### src/rtl/sscv_pkg.sv
`timescale 1ns/1ps
package sscv_pkg;

    typedef enum logic {
        PH_HOLD = 1'b0,
        PH_RAMP = 1'b1
    } phase_e;

    typedef struct packed {
        logic start;
        logic run;
        logic finish;
    } seq_ctl_t;

endpackage

### src/rtl/sscv_trigger.sv
`timescale 1ns/1ps
module sscv_trigger #(
    parameter int MIN_HOLD = 8
) (
    input  logic clk,
    input  logic rst,
    input  logic pwm_half,
    input  logic half_sel,
    input  logic hold_active,
    input  logic busy,
    output logic start
);
    localparam int HW = $clog2(MIN_HOLD + 1);
    localparam logic [HW-1:0] HOLD_DONE = HW'(MIN_HOLD);

    logic          prev_q;
    logic [HW-1:0] hold_q;
    logic          entered;

    always_ff @(posedge clk) begin
        if (rst) begin
            prev_q <= 1'b0;
            hold_q <= '0;
        end else begin
            prev_q <= pwm_half;
            if (!hold_active)
                hold_q <= '0;
            else if (hold_q != HOLD_DONE)
                hold_q <= hold_q + 1'b1;
        end
    end

    assign entered = (pwm_half == half_sel) && (prev_q != half_sel);
    assign start   = entered && !busy && (hold_q == HOLD_DONE);


    hold_ok_chk: assert property (@(posedge clk) disable iff (rst)
        start |-> (hold_active && $past(hold_active)));

endmodule

### src/rtl/sscv_ramp.sv
`timescale 1ns/1ps
module sscv_ramp #(
    parameter int CW = 8
) (
    input  logic          clk,
    input  logic          rst,
    input  logic          clear,
    input  logic          run,
    input  logic          fast,
    output logic [CW-1:0] count,
    output logic          sat
);
    localparam logic [CW-1:0] TOP = '1;

    logic          ph_q;
    logic [CW-1:0] cnt_q;

    always_ff @(posedge clk) begin
        if (rst || clear) begin
            ph_q  <= 1'b0;
            cnt_q <= '0;
        end else if (run) begin
            ph_q <= ~ph_q;
            if ((fast || ph_q) && (cnt_q != TOP))
                cnt_q <= cnt_q + 1'b1;
        end
    end

    assign count = cnt_q;
    assign sat   = (cnt_q == TOP);


    step_chk: assert property (@(posedge clk) disable iff (rst)
        (run && !clear) |=> ((cnt_q == $past(cnt_q)) || (cnt_q == $past(cnt_q) + 1'b1)));

endmodule

### src/rtl/sscv_chan.sv
`timescale 1ns/1ps
module sscv_chan
    import sscv_pkg::*;
#(
    parameter int CW = 8
) (
    input  logic          clk,
    input  logic          rst,
    input  seq_ctl_t      ctl,
    input  logic          cmp,
    input  logic [CW-1:0] count,
    output logic [CW-1:0] val,
    output logic          hit
);
    localparam logic [CW-1:0] FULL = '1;

    logic          cmp_q;
    logic          tripped_q;
    logic [CW-1:0] val_q;
    logic          rise;

    assign rise = cmp && !cmp_q;

    always_ff @(posedge clk) begin
        if (rst) cmp_q <= 1'b0;
        else     cmp_q <= cmp;
    end

    always_ff @(posedge clk) begin
        if (rst || ctl.start) begin
            val_q     <= '0;
            tripped_q <= 1'b0;
        end else if (ctl.run && !tripped_q) begin
            if (rise) begin
                val_q     <= count;
                tripped_q <= 1'b1;
            end else if (ctl.finish) begin
                val_q <= FULL;
            end
        end
    end

    assign val = val_q;
    assign hit = tripped_q || (ctl.run && rise);


    keep_first_chk: assert property (@(posedge clk) disable iff (rst)
        (tripped_q && !ctl.start) |=> $stable(val_q));

endmodule

### src/rtl/ramp_conv_ctrl.sv
`timescale 1ns/1ps
module ramp_conv_ctrl
    import sscv_pkg::*;
#(
    parameter int NCH      = 5,
    parameter int CW       = 8,
    parameter int MIN_HOLD = 8
) (
    input  logic              clk,
    input  logic              rst,
    input  logic              pwm_half,
    input  logic              half_sel,
    input  logic              fast_rate,
    input  logic [NCH-1:0]    cmp,
    output logic              cap_rst,
    output logic              done,
    output logic [NCH*CW-1:0] ch_vals
);
    phase_e        phase_q;
    logic          done_q;
    logic          start;
    logic          sat;
    logic [CW-1:0] count;
    logic [NCH-1:0] hits;
    seq_ctl_t      ctl;

    assign ctl.start  = start;
    assign ctl.run    = (phase_q == PH_RAMP);
    assign ctl.finish = ctl.run && (sat || (&hits));

    sscv_trigger #(.MIN_HOLD(MIN_HOLD)) u_trig (
        .clk        (clk),
        .rst        (rst),
        .pwm_half   (pwm_half),
        .half_sel   (half_sel),
        .hold_active(phase_q == PH_HOLD),
        .busy       (ctl.run),
        .start      (start)
    );

    sscv_ramp #(.CW(CW)) u_ramp (
        .clk  (clk),
        .rst  (rst),
        .clear(start),
        .run  (ctl.run),
        .fast (fast_rate),
        .count(count),
        .sat  (sat)
    );

    for (genvar i = 0; i < NCH; i++) begin : g_ch
        sscv_chan #(.CW(CW)) u_ch (
            .clk  (clk),
            .rst  (rst),
            .ctl  (ctl),
            .cmp  (cmp[i]),
            .count(count),
            .val  (ch_vals[i*CW +: CW]),
            .hit  (hits[i])
        );
    end

    always_ff @(posedge clk) begin
        if (rst) begin
            phase_q <= PH_HOLD;
            done_q  <= 1'b0;
        end else if (start) begin
            phase_q <= PH_RAMP;
            done_q  <= 1'b0;
        end else if (ctl.finish) begin
            phase_q <= PH_HOLD;
            done_q  <= 1'b1;
        end
    end

    assign cap_rst = (phase_q == PH_HOLD);
    assign done    = done_q;


    done_edge_chk: assert property (@(posedge clk) disable iff (rst)
        $rose(done) |-> $rose(cap_rst));


    done_idle_chk: assert property (@(posedge clk) disable iff (rst)
        done |-> cap_rst);


    start_clear_chk: assert property (@(posedge clk) disable iff (rst)
        $fell(cap_rst) |-> !done);


    sat_end_chk: assert property (@(posedge clk) disable iff (rst)
        (ctl.run && sat) |=> cap_rst);

endmodule

### config.mk
export PLATFORM = sky130hd
export DESIGN_NAME = ramp_conv_ctrl
export DESIGN_NICKNAME = d
export VERILOG_FILES = /design/src/rtl/sscv_pkg.sv /design/src/rtl/sscv_trigger.sv /design/src/rtl/sscv_ramp.sv /design/src/rtl/sscv_chan.sv /design/src/rtl/ramp_conv_ctrl.sv
export SDC_FILE = /design/constraint.sdc
export NUM_CORES = 1
export LEC_CHECK = 0
export BUFFER_PORTS_ARGS = -buffer_cell sky130_fd_sc_hd__buf_2
export CORE_MARGIN = 2
export CORE_UTILIZATION = 55
export DETAILED_ROUTE_END_ITERATION = 6
export PLACE_DENSITY = 0.78
export SLEW_MARGIN = 15
export SYNTH_ARGS = -nofsm -noshare
export SYNTH_HDL_FRONTEND = slang
export SYNTH_SLANG_ARGS = --single-unit
### constraint.sdc
create_clock -name clk -period 2.18 [get_ports clk]
set_clock_uncertainty 0.15 [all_clocks]
set_input_delay 0.436 -clock clk [delete_from_list [all_inputs] [get_ports clk]]
set_output_delay 0.436 -clock clk [all_outputs]
set_load 0.01 [all_outputs]
==> run metrics <==
max cap viols=0; Primary FF master, synth=dfxtp_1; CTS resizes=0; Hold EP=g_ch[4].u_ch.cmp_q; critical path launch point type=flip-flop; via count=2519; DR iter-0 viols=129; final setup TNS=0 ps; Switch Pwr=0.499 mW; CTS Buffer Depth=2; power share of the clock group=38.1%; Detail Route Antenna Nets=0; Worst path max stage delay=470 ps; synth warn=0; clock latency on the worst-skew pair=340 ps; mux share of post-synthesis cell area=0.660%; FF-to-FF Start=phase_q; largest family of logic cells by synthesized area=compound AO/OA/AOI/OAI gates; Port Buffers=between 50 and 60; # rows=27; die footprint=6130 µm²; TritonCTS buffer count=9; most common cell after layout, fill and taps aside=dfxtp_1; Post-Synth Adder-Cell Area=around 1.2%; RSZ-0062 raised after global routing=no; Post-synth ARST share=0%; CP Data Arrival Time=just over 2000 ps; Cells after Synth=318; CTS sink count=66; Clock Pin Slew Worst Setup and Hold Paths=60 ps; Synth Area in Compound Gates=29.1%; crit end category=flip-flop; Starting Density=56.1%; power per cell area=615 nW/µm²; CTS root buf=clkbuf_8; Sequential cell area=1320 µm²; synth top area cells=dfxtp_1 (44%), a211oi_2 (16%), o22ai_1 (8.2%); ratio of cells with drive above 1 in the final layout=33.9%; Worst R2R Path Depth=6; vias in the first global route=2247; fmax=515 MHz; status=completed; setup bufs post-CTS=0; Final Util=65.5%; Power, Total=approximately 2.2 mW; Area Overhead vs Synth=16.7%; TritonRoute pass-1 iters=4; diode count=0; sequential area share after synthesis=43.5%; WL final=6710 µm; H-tree levels=3; CP Max Fanout=40; Crit path buffers/inverters=2; top cell type's share of synthesized area=43.5%; reg2reg end=g_ch[1].u_ch.val[4]; post-route cell area=3540 µm²; xor/xnor share of the synthesized area=2.89%; Simple-Gate Fraction of Synth Area=16.2%; hold_buf cts=0; Final #Nets=381; Period minus WS final=1940 ps; Worst path top cell family by delay=compound AO/OA/AOI/OAI gates; most frequent cells in the layout=dfxtp_1 (66), nor2_1 (54), buf_2 (51); syn_nets=331; Placement Cell Area=3390 µm²; switching portion of total power=22.9%; Placer Congestion=0.799; synth unique cells=38; worst path cell trace=nand3b_4, a222oi_1, buf_4, a21oi_4, buf_12, a211oi_2; post-synthesis register bit count=66; Max VDD drop=0.526 mV; Critical Path Stages=6; combinational cell fraction of total power=5.6%; All-Layer GR Usage=23.0%; I/O pin count=52; number of enable flip-flop cells after synthesis=0; DRC violations left=0; largest net degree at the start of global routing=56; first-pass GRT wire length=10900 µm; CP required=between 2000 and 2500 ps; Worst slew margin=around two thirds; synthesized area per cell=9.54 µm²; initial antenna violation count=0; die height=78.3 µm; Filler cells=roughly 450; final setup violation count=0; per-cell routed wire length=15.2 µm; worst-margin pin slew=516 ps; Synth area leader=dfxtp_1; Pins Over Slew Limit=0; die width=78.3 µm; worst setup path class=flip-flop to flip-flop; reg2reg setup slack=240 ps; placed cells=429; CTS tree=done; Multi-input gate area=between 1500 and 2000 µm²; via/cell ratio=5.71; register share of total power=a little under three fifths; worst hold start=cmp[4]; final worst-path cycle share=89.1%; Crit-path slowest cell=dfxtp_1; worst hold path type=input port to flip-flop; hold depth=2; Leak=1.34 nW; Cell Count, Final, Fillers Out=approximately 440; Cell Int Power=1.68 mW; core area=5410 µm²; Mapped Area=3030 µm²; Final Hold Fails=0; global route total overflow=0; Post-DP HPWL=between 4000 and 5000 µm
-- layout make-up --
class,instances,share of cell area [%]
well taps,72,2.54
multi-input cells,213,43.2
clock inverters,1,0.141
inverters,8,0.848
clock buffers,11,3.99
flip-flops and latches,66,37.3
repair buffers,70,11.9
-- state kept, by name, summed over array words and instances, names as in the netlist --
signal,cells
u_ramp.ph_q,1
done,1
phase_q,1
u_ramp.count,8
g_ch.u_ch.cmp_q,5
u_trig.prev_q,1
g_ch.u_ch.tripped_q,5
g_ch.u_ch.val,40
u_trig.hold_q,4
-- per-stage QoR --
step	worst slack, ps	hold WS, ps
floorplan	374	295
global placement	268	314
detailed placement	129	319
CTS	214	168
global route	146	176
finish	237	179
-- per-layer routing --
layer,part of all wire (%),vias to the layer above,GRT usage [%]
li1,-,1250,-
met1,44,1194,29.1
met2,49,66,37.2
met3,5.1,9,7.24
met4,1.0,0,7.54
met5,0,-,0
-- power by group through the flow --
| stage | Combinational, mW | Clock [mW] | Sequential (mW) |
|---|---|---|---|
| CTS | 0.122 | 0.849 | 1.22 |
| finish | 0.122 | 0.830 | 1.22 |
| floorplan | 0.0872 | 0 | 1.25 |
| detailed placement | 0.122 | 0 | 1.25 |
| global route | 0.135 | 0.889 | 1.23 |
| global placement | 0.119 | 0 | 1.25 |
-- Yosys cell counts (2+ instances only) --
master / n
dfxtp_1: 66
nor2_1: 54
a211oi_2: 40
o22ai_1: 40
nor2b_1: 16
clkbuf_1: 10
buf_1: 9
inv_1: 8
xnor2_1: 8
buf_2: 7
nand2_1: 7
a21oi_1: 5
buf_6: 5
and3b_1: 4
nand3_1: 4
nor3_1: 4
a2111oi_0: 3
ha_1: 3
a211oi_1: 2
mux2i_1: 2
nand3b_1: 2
nor4_1: 2
xor2_1: 2
-- kinds of logic after synthesis --
family,after synthesis
DFF,66
and+or+nand+nor,100
xor gates and xnor gates,10
AOI/OAI and AO/OA,98
muxes,2
buffers and inverters,39
adders and majority gates,3
-- how the worst max path moves through the flow --
stage / slack, ps / start / endpoint
floorplan: 370 / u_trig.hold_q[0] / g_ch[0].u_ch.val[0]
global placement: 270 / cmp[0] / g_ch[4].u_ch.val[3]
detailed placement: 130 / cmp[0] / g_ch[4].u_ch.val[3]
CTS: 210 / phase_q / g_ch[4].u_ch.val[3]
global route: 150 / phase_q / g_ch[4].u_ch.val[3]
finish: 240 / phase_q / g_ch[1].u_ch.val[4]
Note: power is estimated with default switching activity, not from simulation.
